[src/rtl/fpc_pkg.sv]
package fpc_pkg;
    typedef enum logic [1:0] {
        S_IDLE = 2'd0,
        S_PROG = 2'd1,
        S_HELD = 2'd2
    } fpc_state_e;

    localparam int unsigned N_ERR  = 4;
    localparam int unsigned N_STS  = N_ERR + 2;
    localparam int unsigned B_EOP  = 0;
    localparam int unsigned B_OPER = 1;
    localparam int unsigned B_ERR0 = 2;
    localparam int unsigned E_WP   = 0;
    localparam int unsigned E_ALN  = 1;
    localparam int unsigned E_PAR  = 2;
    localparam int unsigned E_SEQ  = 3;
endpackage

[src/rtl/fpc_err_chk.sv]
module fpc_err_chk
    import fpc_pkg::*;
#(
    parameter int unsigned AW        = 16,
    parameter int unsigned PROT_BASE = 'hF000,
    parameter int unsigned PROT_TOP  = 'hFFFF
) (
    input  logic          wr_valid,
    input  logic [AW-1:0] wr_addr,
    input  logic [1:0]    wr_size,
    input  logic          pg,
    input  logic [1:0]    psize,
    output logic [N_ERR-1:0] err
);
    localparam logic [AW-1:0] LO = AW'(PROT_BASE);
    localparam logic [AW-1:0] HI = AW'(PROT_TOP);

    logic [AW-1:0] aln_mask;

    always_comb begin
        aln_mask   = (AW'(1) << psize) - AW'(1);
        err        = '0;
        err[E_SEQ] = wr_valid && !pg;
        err[E_PAR] = wr_valid && (wr_size != psize);
        err[E_ALN] = wr_valid && ((wr_addr & aln_mask) != '0);
        err[E_WP]  = wr_valid && (wr_addr >= LO) && (wr_addr <= HI);
    end
endmodule

[src/rtl/fpc_seq.sv]
module fpc_seq
    import fpc_pkg::*;
#(
    parameter int unsigned PROG_CYCLES = 8
) (
    input  logic clk,
    input  logic rst_n,
    input  logic wr_ok,
    output logic busy,
    output logic op_end,
    output logic overrun
);
    localparam int unsigned CW = $clog2(PROG_CYCLES + 1);
    localparam logic [CW-1:0] RELOAD = CW'(PROG_CYCLES - 1);

    fpc_state_e    state_q, state_d;
    logic [CW-1:0] cnt_q, cnt_d;
    logic          done, accept;

    always_comb begin
        done    = (state_q != S_IDLE) && (cnt_q == '0);
        accept  = wr_ok && ((state_q != S_HELD) || done);
        state_d = state_q;
        cnt_d   = (cnt_q != '0) ? cnt_q - CW'(1) : cnt_q;
        unique case (state_q)
            S_IDLE: if (accept) begin
                state_d = S_PROG;
                cnt_d   = RELOAD;
            end
            S_PROG: begin
                if (done) begin
                    state_d = accept ? S_PROG : S_IDLE;
                    cnt_d   = RELOAD;
                end else if (accept) begin
                    state_d = S_HELD;
                end
            end
            S_HELD: if (done) begin
                state_d = accept ? S_HELD : S_PROG;
                cnt_d   = RELOAD;
            end
            default: state_d = S_IDLE;
        endcase
    end

    always_ff @(posedge clk or negedge rst_n) begin
        if (!rst_n) begin
            state_q <= S_IDLE;
            cnt_q   <= '0;
        end else begin
            state_q <= state_d;
            cnt_q   <= cnt_d;
        end
    end

    always_comb begin
        busy    = (state_q != S_IDLE);
        op_end  = (state_q == S_PROG) && done && !accept;
        overrun = wr_ok && (state_q == S_HELD) && !done;
    end

    a_r2_cnt_bound: assert property (@(posedge clk) disable iff (!rst_n)
        cnt_q <= RELOAD);
    a_r2_start_busy: assert property (@(posedge clk) disable iff (!rst_n)
        (state_q == S_IDLE && wr_ok) |=> busy);
    a_r9_chain_busy: assert property (@(posedge clk) disable iff (!rst_n)
        (state_q == S_HELD) |=> busy);
endmodule

[src/rtl/fpc_flags.sv]
module fpc_flags
    import fpc_pkg::*;
(
    input  logic             clk,
    input  logic             rst_n,
    input  logic             busy,
    input  logic             op_end,
    input  logic [N_ERR-1:0] err,
    input  logic             eopie,
    input  logic             errie,
    input  logic             clr_valid,
    input  logic [N_STS-1:0] clr_mask,
    output logic [N_STS-1:0] sts
);
    logic [N_ERR-1:0] err_q;
    logic             eop_q, oper_q;
    logic             lock;

    assign lock = busy;

    generate
        for (genvar i = 0; i < N_ERR; i++) begin : g_err
            always_ff @(posedge clk or negedge rst_n) begin
                if (!rst_n)
                    err_q[i] <= 1'b0;
                else if (err[i])
                    err_q[i] <= 1'b1;
                else if (clr_valid && clr_mask[B_ERR0+i] && !lock)
                    err_q[i] <= 1'b0;
            end
        end
    endgenerate

    always_ff @(posedge clk or negedge rst_n) begin
        if (!rst_n) begin
            eop_q  <= 1'b0;
            oper_q <= 1'b0;
        end else begin
            if (op_end && eopie)
                eop_q <= 1'b1;
            else if (clr_valid && clr_mask[B_EOP])
                eop_q <= 1'b0;
            if ((|err) && errie)
                oper_q <= 1'b1;
            else if (clr_valid && clr_mask[B_OPER] && !lock)
                oper_q <= 1'b0;
        end
    end

    assign sts = {err_q, oper_q, eop_q};

    a_r3_eop_set: assert property (@(posedge clk) disable iff (!rst_n)
        (op_end && eopie) |=> eop_q);
    a_r3_eop_cause: assert property (@(posedge clk) disable iff (!rst_n)
        $rose(eop_q) |-> $past(op_end));
    a_r8_operr_set: assert property (@(posedge clk) disable iff (!rst_n)
        ((|err) && errie) |=> oper_q);
    a_r10_err_locked: assert property (@(posedge clk) disable iff (!rst_n)
        busy |=> (($past(err_q) & ~err_q) == '0));
endmodule

[src/rtl/flash_prog_ctrl.sv]
module flash_prog_ctrl
    import fpc_pkg::*;
#(
    parameter int unsigned AW          = 16,
    parameter int unsigned PROG_CYCLES = 8,
    parameter int unsigned PROT_BASE   = 'hF000,
    parameter int unsigned PROT_TOP    = 'hFFFF
) (
    input  logic          clk,
    input  logic          rst_n,
    input  logic          ctl_we,
    input  logic          ctl_pg,
    input  logic          ctl_eopie,
    input  logic          ctl_errie,
    input  logic [1:0]    ctl_psize,
    input  logic          clr_valid,
    input  logic [5:0]    clr_mask,
    input  logic          wr_valid,
    input  logic [AW-1:0] wr_addr,
    input  logic [1:0]    wr_size,
    output logic          busy,
    output logic [5:0]    sts,
    output logic          irq
);
    logic             pg_q, eopie_q, errie_q;
    logic [1:0]       psize_q;
    logic [N_ERR-1:0] chk_err, all_err;
    logic             op_end, overrun;

    always_ff @(posedge clk or negedge rst_n) begin
        if (!rst_n) begin
            pg_q    <= 1'b0;
            eopie_q <= 1'b0;
            errie_q <= 1'b0;
            psize_q <= 2'd0;
        end else if (ctl_we) begin
            pg_q    <= ctl_pg;
            eopie_q <= ctl_eopie;
            errie_q <= ctl_errie;
            psize_q <= ctl_psize;
        end
    end

    fpc_err_chk #(.AW(AW), .PROT_BASE(PROT_BASE), .PROT_TOP(PROT_TOP)) u_chk (
        .wr_valid (wr_valid),
        .wr_addr  (wr_addr),
        .wr_size  (wr_size),
        .pg       (pg_q),
        .psize    (psize_q),
        .err      (chk_err)
    );

    fpc_seq #(.PROG_CYCLES(PROG_CYCLES)) u_seq (
        .clk     (clk),
        .rst_n   (rst_n),
        .wr_ok   (wr_valid && (chk_err == '0)),
        .busy    (busy),
        .op_end  (op_end),
        .overrun (overrun)
    );

    always_comb begin
        all_err        = chk_err;
        all_err[E_SEQ] = chk_err[E_SEQ] | overrun;
    end

    fpc_flags u_flags (
        .clk       (clk),
        .rst_n     (rst_n),
        .busy      (busy),
        .op_end    (op_end),
        .err       (all_err),
        .eopie     (eopie_q),
        .errie     (errie_q),
        .clr_valid (clr_valid),
        .clr_mask  (clr_mask),
        .sts       (sts)
    );

    assign irq = (sts[B_EOP] && eopie_q) || (sts[B_OPER] && errie_q);

    a_r11_irq_held: assert property (@(posedge clk) disable iff (!rst_n)
        (irq && !clr_valid && !ctl_we) |=> irq);
    a_r4_no_start: assert property (@(posedge clk) disable iff (!rst_n)
        (!busy && wr_valid && !pg_q) |=> !busy);
endmodule

[config.mk]
export PLATFORM = sky130hd
export DESIGN_NAME = flash_prog_ctrl
export DESIGN_NICKNAME = d
export VERILOG_FILES = /design/src/rtl/fpc_pkg.sv /design/src/rtl/fpc_err_chk.sv /design/src/rtl/fpc_seq.sv /design/src/rtl/fpc_flags.sv /design/src/rtl/flash_prog_ctrl.sv
export SDC_FILE = /design/constraint.sdc
export NUM_CORES = 1
export LEC_CHECK = 0
export ABC_AREA = 1
export BUFFER_PORTS_ARGS = -buffer_cell sky130_fd_sc_hd__buf_2
export CAP_MARGIN = 25
export CORE_MARGIN = 10
export CORE_UTILIZATION = 49
export CTS_CLUSTER_SIZE = 25
export DETAILED_ROUTE_END_ITERATION = 12
export PLACE_DENSITY = 0.79
export SYNTH_ARGS = -nofsm -noshare
export SYNTH_HDL_FRONTEND = slang
export SYNTH_SLANG_ARGS = --single-unit
[constraint.sdc]
create_clock -name clk -period 2.3 [get_ports clk]
set_input_delay 0.115 -clock clk [delete_from_list [all_inputs] [get_ports clk]]
set_output_delay 0.115 -clock clk [all_outputs]
set_load 0.02 [all_outputs]
# Yosys cells after proc, flatten, opt, wreduce, memory -nomap -nowiden
# Cells that the tools add are included.
dict set report classes {
  addsub 2
  order_cmp 2
  n_eq_ne 7
  n_shift 1
  muxes 23
  bitwise 2
  n_reduce_logical 48
}
# op n
set ops {}
lappend ops {{1-bit logical AND} 27}
lappend ops {{16-bit bitwise AND} 1}
lappend ops {{16-bit greater-or-equal comparator, second input constant} 1}
lappend ops {{16-bit less-or-equal comparator, second input constant} 1}
lappend ops {{16-bit nonzero test} 1}
lappend ops {{1-bit by 2-bit left shift with 16-bit output, first input constant} 1}
lappend ops {{16-bit by 2-bit subtractor with 16-bit output, second input constant} 1}
lappend ops {{2-bit nonzero test} 7}
lappend ops {{1-bit two-way mux} 13}
lappend ops {{4-bit two-way mux} 3}
lappend ops {{2-bit two-way mux} 5}
lappend ops {{4-bit zero test} 2}
lappend ops {{4-bit case mux with 2 select lines} 1}
lappend ops {{2-bit case mux with 3 select lines} 1}
lappend ops {{1-bit zero test} 4}
lappend ops {{2-bit by 1-bit inequality test with 1-bit output, second input constant} 2}
lappend ops {{4-bit nonzero test} 1}
lappend ops {{4-bit OR reduction} 1}
lappend ops {{4-bit by 1-bit subtractor with 4-bit output, second input constant} 1}
lappend ops {{3-bit by 1-bit inequality test with 1-bit output, second input constant} 1}
lappend ops {{3-bit AND reduction} 1}
lappend ops {{2-bit by 1-bit equality test with 1-bit output, second input constant} 1}
lappend ops {{2-bit equality test, second input constant} 1}
lappend ops {{2-bit zero test} 1}
lappend ops {{other kinds (5)} 6}
dict set report word_totals {
  regBits 17
  inputBits 34
  out_inout_bits 8
  elab_cells 97
}

# Depth between registers and ports, before layout
# Gate-level depths: netlist of run 1.
dict set report logic_depth {
  word_depth 13
  depth_mapped 15
  depth_no_buf 15
}

# Modules after synthesis
# Synthesis of run 1 repeated with hierarchy kept, for this count alone.
dict set report unflattened {
  cells_unflattened 171
  area_unflattened_um2 1209.9
}
# mod instances cells_each area_each_um2 seq_area_each_um2
set modules_own_cells {}
lappend modules_own_cells {fpc_seq 1 66 494.2 150.1}
lappend modules_own_cells {fpc_flags 1 36 276.5 150.1}
lappend modules_own_cells {flash_prog_ctrl 1 31 242.7 125.1}
lappend modules_own_cells {fpc_err_chk 1 38 196.4 0.0}

# Worst setup path after synthesis of run 1
# No wires, ideal clock.
dict set report synth_timing {
  kind {register to register}
  start {register psize_q[0]}
  end {register u_seq.state_q[0]}
  setup_ps 116
  t_arrival_ps 1514
  required_time_ps 2184
  path_slack_ps 670
  path_stages_with_launch 15
  n_path_buf 0
  period_less_slack_ps 1630
  path_cell_list {dfrtp_1 -> nand2_1 -> inv_1 -> ha_1 -> inv_1 -> nand2_1 -> nand2_1 -> nor2_2 -> nand3_2 -> nand2_4 -> nand4_4 -> nand2_1 -> inv_1 -> nand2_1 -> nand2_1}
}
dict set report synth_via {
  elab_chain_cells 11
  word_cells_on_any_way 18
  classes_between {1 x add/sub; 3 x eq/ne; 1 x shift; 5 x mux; 1 x bitwise; 7 x reduce/logical}
}
# element line
set synth_rtl {}
lappend synth_rtl {{start, declared} flash_prog_ctrl.sv:26} ;# logic [1:0] psize_q;
lappend synth_rtl {{start signal, assigned} flash_prog_ctrl.sv:40} ;# psize_q <= ctl_psize;
lappend synth_rtl {{1-bit by 2-bit left shift with 16-bit output} fpc_err_chk.sv:21} ;# aln_mask = (AW'(1) << psize) - AW'(1);
lappend synth_rtl {{16-bit by 2-bit subtractor with 16-bit output} fpc_err_chk.sv:21}
lappend synth_rtl {{16-bit bitwise AND} fpc_err_chk.sv:25} ;# err[E_ALN] = wr_valid && ((wr_addr & aln_mask) != '0);
lappend synth_rtl {{16-bit nonzero test} fpc_err_chk.sv:25}
lappend synth_rtl {{1-bit logical AND} fpc_err_chk.sv:25}
lappend synth_rtl {{4-bit zero test *} flash_prog_ctrl.sv:56} ;# .wr_ok (wr_valid && (chk_err == '0)),
lappend synth_rtl {{1-bit logical AND *} flash_prog_ctrl.sv:56}
lappend synth_rtl {{1-bit logical AND *} fpc_seq.sv:22} ;# accept = wr_ok && ((state_q != S_HELD) || done);
lappend synth_rtl {{2-bit two-way mux / 1-bit two-way mux (equally long branches)} {fpc_seq.sv:39, fpc_seq.sv:32}}
lappend synth_rtl {{2-bit two-way mux (on tied branches)} {fpc_seq.sv:38, fpc_seq.sv:31}}
lappend synth_rtl {{2-bit case mux with 3 select lines} fpc_seq.sv:25} ;# unique case (state_q)
lappend synth_rtl {{end signal, assigned} fpc_seq.sv:51} ;# state_q <= state_d;
lappend synth_rtl {{end, declared} fpc_seq.sv:16} ;# fpc_state_e state_q, state_d;
# Mark *: on every way between the ends. The rest lies on a longest branch, timed or not. The select of a mux whose other input is x is not followed.
# A chain may end at the register's enable or synchronous reset.

# Worst setup path after layout of run 1
# Same ends and word-level chain as after synthesis.

==> impl_metrics.toml, run 1 <==
[die]
die_y_um = 68.65
core_um2 = 2233
pin_count = 42
die_area_um2 = 4713
fp-row-count = 17
initial_core_util_pct = 51.93
die_w_um = 68.65

[worst_hold_path]
hold_class = "primary input to register"
min_from = "ctl_eopie"
holdPathEnd = "eopie_q"
hold_depth = 2

[pwr]
switching_power_w = 0.0006423
power_density_nw_per_um2 = 983.3
ir_drop_mv = 0.7278
share_seq_of_total_power_pct = 32.2
p_clk_share_pct = 12.1
switching_share_pct = 46.36
comb_power_share_pct = 55.7
p_leak_nw = 0.8030
internal-power_w = 0.0007431

[final_layout]
fillers = 214
regArea_um2 = 425.4
final_nets = 243
fin_cells = 229
syn2layout_area_growth_pct = 21.47
layout_commonest_cell = "nand2_1"
drive_gt1_share_pct = 27.36
multiInputGateArea_um2 = 618.1
antenna_cells = 0
fin_util_pct = 63.08
layout_common_cells = "nand2_1 (53), buf_2 (39), inv_1 (24)"

[global_routing]
grt_pass1_wl_um = 4767
grt_pass1_vias = 1120
gr-total-overflow = 0
antenna_found_initial = 0
grt_start_max_net_pins = 18
grt.total_usage_pct = 12.80

[route]
vias_per_cell = 4.830
drcViolationCount = 0
ant_nets = 0
wl_per_cell_um = 11.98
vias = 1106
drtIter0Drc = 44
finalWirelength_um = 2743
first_pass_iters = 4

[timing]
finalClockSkew_ns = 0.008692
setup_viol = 0
rsz0062_at_grt = "no"
post-route-min-period_ns = 1.819
fmax_ghz = 0.5497
max_slew.worst_pin.slew_ns = 0.3810
timing.slew.headroom_pct = 74.60
hold_slack_ns = 0.02518
fin_tns_setup_ns = 0
hold_violations = 0
drv_slew = 0
final.period_utilization_pct = 79.10

[setup_path]
critPathSlowestCell = "dfrtp_1"
reg2reg_to = "u_seq.state_q[0]"
critPathMaxStageDelay_ns = 0.46
ff2ff_path_depth = 14
path_buf_inv = 2
cp-start-kind = "register"
rrSetupSlack_ns = 0.48
rr_startpoint = "psize_q[0]"
cpMostUsedCell = "nand2_1"
path_class = "register to register"
cp_data_required_time_ns = 2.50
path_max_fanout = 7
cp_data_arrival_time_ns = 2.02
end_kind = "register"
crit_chain = "nand2_1, inv_1, ha_1, inv_1, nand2_1, nand2_1, nor2_2, nand3_2, nand2_4, nand4_4, nand2_1, nand2_1, nand2_1, nand2_1"
critical-path-top-delay-family = "simple AND/OR/NAND/NOR gates"

[logic_synthesis]
yosysTopAreaCellShare_pct = 36.68
ys_seq_area_share_pct = 36.68
synthArstFlopShare_pct = 100.0
synth_nets = 201
syn_inst = 160
ys_ff_latch = 17
netlist_top_cells_area = "dfrtp_1 (37%), nand2_1 (17%), inv_1 (7.8%)"
syn_area_per_cell_um2 = 7.249
synth_cell_types = 24
ys.flop_type = "dfrtp_1"
synth_top_cell_by_area = "dfrtp_1"
ys_warn_count = 0
syn_area_um2 = 1160
synth-edff-count = 0

[clock_network]
cts.clk_slew.worst_paths_ns = 0.11
cts_root_buffer = "clkbuf_4"
cts_made_buffers = 3
cts.sink_count = 17
clock_latency_ns = 0.30
clock_path_buffers = 2
cts_tree = "done"
cts_htree_levels = 1
cts_setup_buffers = 0

[run_status]
status = "complete, no violations"

[run]
max_cap_viol_count = 0

[placement]
port_buffers = 39
numPlacedInstances = 224
gp_congestion = 0.7830
hpwl_um = 2318
-- cell families after synthesis --
kind of cell	after synthesis	share of synthesized area, %
buffers and inverters	29	10.03
AOI/OAI and AO/OA	19	9.061
DFF	17	36.68
xor gates and xnor gates	3	2.266
and+or+nand+nor	83	32.47
adders and majority gates	7	7.551
muxes	2	1.942
-- state kept, by name (all words and copies together) (netlist names) --
signal          cells
eopie_q             1
errie_q             1
pg_q                1
psize_q             2
u_flags.eop_q       1
u_flags.oper_q      1
u_flags.sts         4
u_seq.cnt_q         4
u_seq.state_q       2
-- per-layer routing --
| layer | share of wire [%] | GRT usage [%] | up-vias |
|---|---|---|---|
| li1 | - | - | 585 |
| met1 | 42 | 14.08 | 495 |
| met2 | 51 | 23.04 | 21 |
| met3 | 5.9 | 3.865 | 5 |
| met4 | 1.1 | 3.769 | 0 |
| met5 | 0 | 0 | - |
-- through the flow --
step,total power [W],area [um2],worst slack [ns]
2_1_floorplan,0.001039,1160,0.6699
5_1_grt,0.001527,1409,0.2797
3_5_place_dp,0.001221,1371,0.4793
4_1_cts,0.001392,1409,0.4712
3_3_place_gp,0.001189,1371,0.5286
6_report,0.001385,1409,0.4807
-- area by class of cell --
class                           instances  area share (%)
Clock buffer                            3           1.599
Tap cell                               28           2.487
Sequential cell                        17           30.20
Inverter                               26           6.927
Timing Repair Buffer                   40           14.56
Clock inverter                          1          0.3552
Multi-Input combinational cell        114           43.87
-- synth_stat cells (all sizes together) (2+ instances only) --
library cell	count
o21ai	11
nand2	56
dfrtp	17
nand4	3
mux2	2
xnor2	2
nor2	10
inv	26
a21oi	7
ha	7
buf	2
nand3	13
-- power groups by stage --
stage          sequential [W]  clock (W)  combinational [W]
2_1_floorplan        0.000467          0           0.000572
3_3_place_gp         0.000448          0           0.000741
3_5_place_dp         0.000452          0           0.000769
4_1_cts              0.000446   0.000170           0.000776
5_1_grt              0.000462   0.000184           0.000881
6_report             0.000446   0.000167           0.000772
-- worst reg2reg max path: cells and delay by family, from the launching register on --
kind / cells / cell delay [ns]
adders and majority gates: 1 / 0.26
buffers and inverters: 2 / 0.08
DFF: 1 / 0.46
and+or+nand+nor: 11 / 0.93
-- repair_timing --
| item | in CTS | in global routing |
|---|---|---|
| resized for setup | 0 | 0 |
| setup endpoints to repair | 0 | 0 |
| hold buffers | 1 | 0 |
| hold endpoints to repair | 17 | 0 |
-- how the worst max path moves through the flow --
stage                from               end  slack (ns)  cells past startpoint
6_report       psize_q[0]  u_seq.state_q[0]        0.48                     14
5_1_grt        psize_q[0]  u_seq.state_q[0]        0.28                     13
4_1_cts        psize_q[1]  u_seq.state_q[0]        0.47                     14
3_5_place_dp   psize_q[0]  u_seq.state_q[0]        0.48                     14
3_3_place_gp   psize_q[1]  u_seq.state_q[0]        0.53                     14
2_1_floorplan  psize_q[0]  u_seq.state_q[0]        0.67                     14
Power figures use the tool's default switching activity.
==> run 2: changes to the inputs <==
--- a/config.mk
+++ b/config.mk
@@ -9,10 +9,10 @@
 export BUFFER_PORTS_ARGS = -buffer_cell sky130_fd_sc_hd__buf_2
 export CAP_MARGIN = 25
 export CORE_MARGIN = 10
-export CORE_UTILIZATION = 49
+export CORE_UTILIZATION = 44
 export CTS_CLUSTER_SIZE = 25
 export DETAILED_ROUTE_END_ITERATION = 12
-export PLACE_DENSITY = 0.79
+export PLACE_DENSITY = 0.75
 export SYNTH_ARGS = -nofsm -noshare
 export SYNTH_HDL_FRONTEND = slang
 export SYNTH_SLANG_ARGS = --single-unit
==> constraint.sdc (replaced) <==
create_clock -name clk -period 1.55 [get_ports clk]
set_input_delay 0.0775 -clock clk [delete_from_list [all_inputs] [get_ports clk]]
set_output_delay 0.0775 -clock clk [all_outputs]
set_load 0.02 [all_outputs]
==> impl_metrics.toml, run 2 (same netlist as run 1, synthesis figures left out) <==
[run_status]
status = "finished with violations"
violations = "setup timing"

[global_routing]
gr-total-overflow = 0
grt_start_max_net_pins = 18
grt_pass1_wl_um = 5071
antenna_found_initial = 0
grt.total_usage_pct = 11.62
grt_pass1_vias = 1232

[route]
wl_per_cell_um = 12.16
vias = 1194
drcViolationCount = 0
first_pass_iters = 6
finalWirelength_um = 3027
drtIter0Drc = 47
vias_per_cell = 4.795
ant_nets = 0

[setup_path]
path_max_fanout = 7
critical-path-top-delay-family = "simple AND/OR/NAND/NOR gates"
cp-start-kind = "register"
cp_data_arrival_time_ns = 1.97
crit_chain = "nand2_2, inv_2, ha_4, inv_2, nand2_2, nand2_2, nor2_2, nand3_2, nand2_4, nand4_4, nand2_1, nand2_1, nand2_1, nand2_1"
path_class = "register to register"
end_kind = "register"
cp_data_required_time_ns = 1.74
critPathSlowestCell = "dfrtp_1"
path_buf_inv = 2
cpMostUsedCell = "nand2_1"
critPathMaxStageDelay_ns = 0.42

[final_layout]
multiInputGateArea_um2 = 654.4
antenna_cells = 0
regArea_um2 = 425.4
design_area_um2 = 1598
syn2layout_area_growth_pct = 37.76
drive_gt1_share_pct = 35.62
fin_cells = 249
layout_commonest_cell = "nand2_1"
layout_common_cells = "nand2_1 (49), buf_2 (39), inv_1 (21)"
fillers = 228
final_nets = 261

[die]
die_area_um2 = 5089
die_y_um = 71.34
initial_core_util_pct = 46.40
die_w_um = 71.34
fp-row-count = 18
pin_count = 42
core_um2 = 2500

[timing]
rsz0062_at_grt = "yes"
hold_violations = 0
final.period_utilization_pct = 114.3
max_slew.worst_pin.slew_ns = 0.3911
finalClockSkew_ns = 0.002722
worst_slack_ns = -0.2210
timing.slew.headroom_pct = 73.93
post-route-min-period_ns = 1.771
fmax_ghz = 0.5647
drv_slew = 0
setup_viol = 10

[placement]
numPlacedInstances = 237
post_dp_cell_area_um2 = 1456
port_buffers = 39
gp_congestion = 0.9279
hpwl_um = 2436
dpl_worst_slack_ns = -0.1662

[pwr]
internal-power_w = 0.001241
ir_drop_mv = 1.180
share_seq_of_total_power_pct = 29.0
p_clk_share_pct = 10.8
switching_power_w = 0.001013
power_density_nw_per_um2 = 1411
power_w = 0.002254
comb_power_share_pct = 60.3
p_leak_nw = 0.8852
switching_share_pct = 44.95

[run]
max_cap_viol_count = 0

[clock_network]
cts_root_buffer = "clkbuf_4"
cts.clk_slew.worst_paths_ns = 0.10
cts_htree_levels = 1
cts_made_buffers = 3
cts.sink_count = 17
clock_latency_ns = 0.29
clock_path_buffers = 2
cts_tree = "done"

[worst_hold_path]
hold_class = "primary input to register"
[run 2: worst paths after layout]
kind | from | to | slack [ns] | depth (start not counted)
setup / recovery | psize_q[0] | u_seq.state_q[0] | -0.22 | 14
hold / removal | clr_mask[0] | u_flags.eop_q | 0.02 | 4
setup reg to reg | psize_q[0] | u_seq.state_q[0] | -0.22 | 14
hold reg to reg | u_flags.sts[2] | u_flags.sts[2] | 0.49 | 2
max in group asynchronous | rst_n | psize_q[1] | 1.04 | 2
min in group asynchronous | rst_n | u_seq.cnt_q[0] | 0.23 | 2
[run 2: what timing repair did]
| action | CTS | global route |
|---|---|---|
| pin swaps | 4 | 6 |
| endpoints found under the hold margin | 21 | 1 |
| setup buffers | 1 | 1 |
| resized for setup | 2 | 10 |
| endpoints found under the setup margin | 9 | 10 |
| hold buffers | 5 | 1 |
[run 2: power groups by stage]
stage	Clock (W)	Sequential [W]	Combinational [W]
global route	0.000276	0.000669	0.00155
global placement	0	0.000654	0.00124
CTS	0.000246	0.000653	0.00130
floorplan	0	0.000693	0.000849
detailed placement	0	0.000662	0.00128
finish	0.000243	0.000653	0.00136
[run 2: area by class of cell]
type,count,area share [%]
multi-input combinational,114,40.96
sequential,17,26.62
timing repair buffer,58,22.32
inverter,26,6.108
tap,30,2.349
clock buffer,4,1.644
[run 2: metrics by stage]
stage / utilization, % / TNS [ns] / hold WS [ns]
after CTS: 61.81 / -1.374 / 0.01760
after global placement: 58.26 / -0.8502 / 0.01659
after detailed placement: 58.26 / -0.9975 / 0.02106
after floorplan: - / -0.3391 / -0.2181
final: 63.91 / -1.530 / 0.02119
after global routing: 63.91 / -3.001 / 0.06775
[run 2: worst register-to-register path, cell delays in order (launching register included)]
cell     delay (ns)
dfrtp_1        0.42
nand2_2        0.12
inv_2          0.05
ha_4           0.25
inv_2          0.03
nand2_2        0.06
nand2_2        0.05
nor2_2         0.11
nand3_2        0.09
nand2_4        0.10
nand4_4        0.14
nand2_1        0.10
nand2_1        0.06
nand2_1        0.06
nand2_1        0.05
[run 2: metal layers]
layer / up-vias / wire length (um) / GRT usage [%]
li1: 619 / - / -
met1: 541 / 1171 / 12.12
met2: 30 / 1670 / 21.96
met3: 4 / 149 / 2.755
met4: 0 / 35 / 3.871
met5: - / 0 / 0
==> run 3: changes to the inputs <==
--- a/config.mk
+++ b/config.mk
@@ -8,6 +8,7 @@
 export ABC_AREA = 1
 export BUFFER_PORTS_ARGS = -buffer_cell sky130_fd_sc_hd__buf_2
 export CAP_MARGIN = 25
+export CORE_ASPECT_RATIO = 0.75
 export CORE_MARGIN = 10
 export CORE_UTILIZATION = 44
 export CTS_CLUSTER_SIZE = 25
==> impl_metrics.toml, run 3 (same netlist as run 1, synthesis figures left out) <==
[die]
core_um2 = 2562
die_y_um = 64.47
fp-row-count = 16
pin_count = 42
die_area_um2 = 5111
die_w_um = 79.29
initial_core_util_pct = 45.26

[final_layout]
layout_common_cells = "nand2_1 (48), buf_2 (39), inv_1 (21)"
final_nets = 262
multiInputGateArea_um2 = 651.9
regArea_um2 = 425.4
layout_commonest_cell = "nand2_1"
drive_gt1_share_pct = 36.82
syn2layout_area_growth_pct = 38.08
antenna_cells = 0
fillers = 239

[route]
ant_nets = 0
vias = 1178
finalWirelength_um = 3010
drtIter0Drc = 58
drcViolationCount = 0
wl_per_cell_um = 11.76
first_pass_iters = 5
vias_per_cell = 4.602

[clock_network]
cts_root_buffer = "clkbuf_4"
cts.sink_count = 17
cts.clk_slew.worst_paths_ns = 0.09
cts_tree = "done"
clock_latency_ns = 0.29
clock_path_buffers = 2
cts_htree_levels = 1
cts_made_buffers = 3

[placement]
port_buffers = 39
gp_congestion = 0.8390
hpwl_um = 2404
dpl_worst_slack_ns = -0.1929

[pwr]
switching_power_w = 0.001021
ir_drop_mv = 0.6605
switching_share_pct = 44.96
internal-power_w = 0.001250
comb_power_share_pct = 60.5
power_density_nw_per_um2 = 1418
share_seq_of_total_power_pct = 29.1
p_leak_nw = 0.8892
p_clk_share_pct = 10.4

[run]
max_cap_viol_count = 0

[setup_path]
critical-path-top-delay-family = "simple AND/OR/NAND/NOR gates"
crit_chain = "inv_2, nand2_2, ha_4, inv_1, nand2_1, nand2_1, nor2_2, nand3_2, nand2_4, nand4_4, buf_4, nand3_1, nand2_1"
cp-start-kind = "register"
critPathSlowestCell = "dfrtp_1"
path_max_fanout = 7
cp_data_required_time_ns = 1.74
end_kind = "register"
path_class = "register to register"
critPathMaxStageDelay_ns = 0.43
path_buf_inv = 3
cp_data_arrival_time_ns = 1.99
cpMostUsedCell = "nand2_1"

[timing]
post-route-min-period_ns = 1.798
fmax_ghz = 0.5562
drv_slew = 0
max_slew.worst_pin.slew_ns = 0.3824
setup_viol = 9
hold_violations = 0
fin_tns_setup_ns = -1.642
worst_slack_ns = -0.2480
rsz0062_at_grt = "yes"
finalClockSkew_ns = 0.005849
timing.slew.headroom_pct = 74.51
final.period_utilization_pct = 116.0

[global_routing]
gr-total-overflow = 0
grt_start_max_net_pins = 18
grt_pass1_wl_um = 4974
grt_pass1_vias = 1137
antenna_found_initial = 0
grt.total_usage_pct = 11.70

[run_status]
status = "finished with violations"
violations = "setup timing"

[worst_hold_path]
hold_class = "primary input to register"
==> run 3: cell count changes in the layout (fill, tap and decap cells not counted), sizes merged <==
cell / change
buf: +3
dlygate4sd3: -2
==> run 3: timing repair <==
action                                 CTS  global route
setup buffers                            3             3
pin swaps                                2             3
gates resized for setup                  6             5
endpoints found under the hold margin   19             1
hold buffers                             3             1
setup endpoints to repair                8            10
==> run 3: worst paths after layout <==
| path | startpoint | to | slack [ns] | depth (start not counted) |
|---|---|---|---|---|
| worst max-delay path | psize_q[1] | u_flags.eop_q | -0.25 | 13 |
| worst min-delay path | ctl_psize[1] | psize_q[1] | 0.001 | 3 |
| worst max register to register | psize_q[1] | u_flags.eop_q | -0.25 | 13 |
| worst min register to register | u_flags.sts[4] | u_flags.sts[4] | 0.51 | 2 |
| max in group asynchronous | rst_n | u_seq.cnt_q[0] | 1.05 | 2 |
| min in group asynchronous | rst_n | u_seq.cnt_q[3] | 0.22 | 2 |
==> run 3: final cells by class <==
| class | instances | area share, % |
|---|---|---|
| clock buffer | 4 | 1.641 |
| sequential | 17 | 26.56 |
| multi-input combinational | 114 | 40.70 |
| tap | 36 | 2.812 |
| timing repair buffer | 59 | 22.19 |
| inverter | 26 | 6.094 |
==> run 3: per-stage QoR <==
stage / util (%) / cells / power, W / cell area [um2] / hold WS, ns
after floorplan: - / 160 / 0.001541 / 1160 / -0.2181
final: 62.50 / 256 / 0.002272 / 1602 / 0.001239
after CTS: 60.45 / 252 / 0.002246 / 1549 / 0.0001881
after global placement: 56.84 / 242 / 0.001937 / 1456 / 0.01239
after detailed placement: 56.84 / 242 / 0.001954 / 1456 / 0.01610
after global routing: 62.50 / 256 / 0.002534 / 1602 / 0.004920
==> run 3: power groups by stage <==
| stage | sequential [W] | clock (W) | combinational, W |
|---|---|---|---|
| after detailed placement | 0.000667 | 0 | 0.00129 |
| after floorplan | 0.000693 | 0 | 0.000849 |
| after CTS | 0.000659 | 0.000242 | 0.00134 |
| after global routing | 0.000682 | 0.000274 | 0.00158 |
| after global placement | 0.000661 | 0 | 0.00128 |
| final | 0.000660 | 0.000236 | 0.00137 |
==> run 3: worst register-to-register path, stage by stage, from the launching register on <==
cell and delay, ns:
dfrtp_1 0.43, inv_2 0.10, nand2_2 0.07, ha_4 0.26, inv_1 0.03, nand2_1 0.05
nand2_1 0.06, nor2_2 0.09, nand3_2 0.09, nand2_4 0.10, nand4_4 0.14, buf_4 0.18
nand3_1 0.05, nand2_1 0.05
==> run 3: metal layers <==
layer  routed length, um  vias to the layer above  GRT usage [%]
met5                   0                        -              0
met4                  29                        0          2.679
met3                 172                        2          3.444
met2                1408                       32          18.80
met1                1399                      520          15.09
li1                    -                      624              -
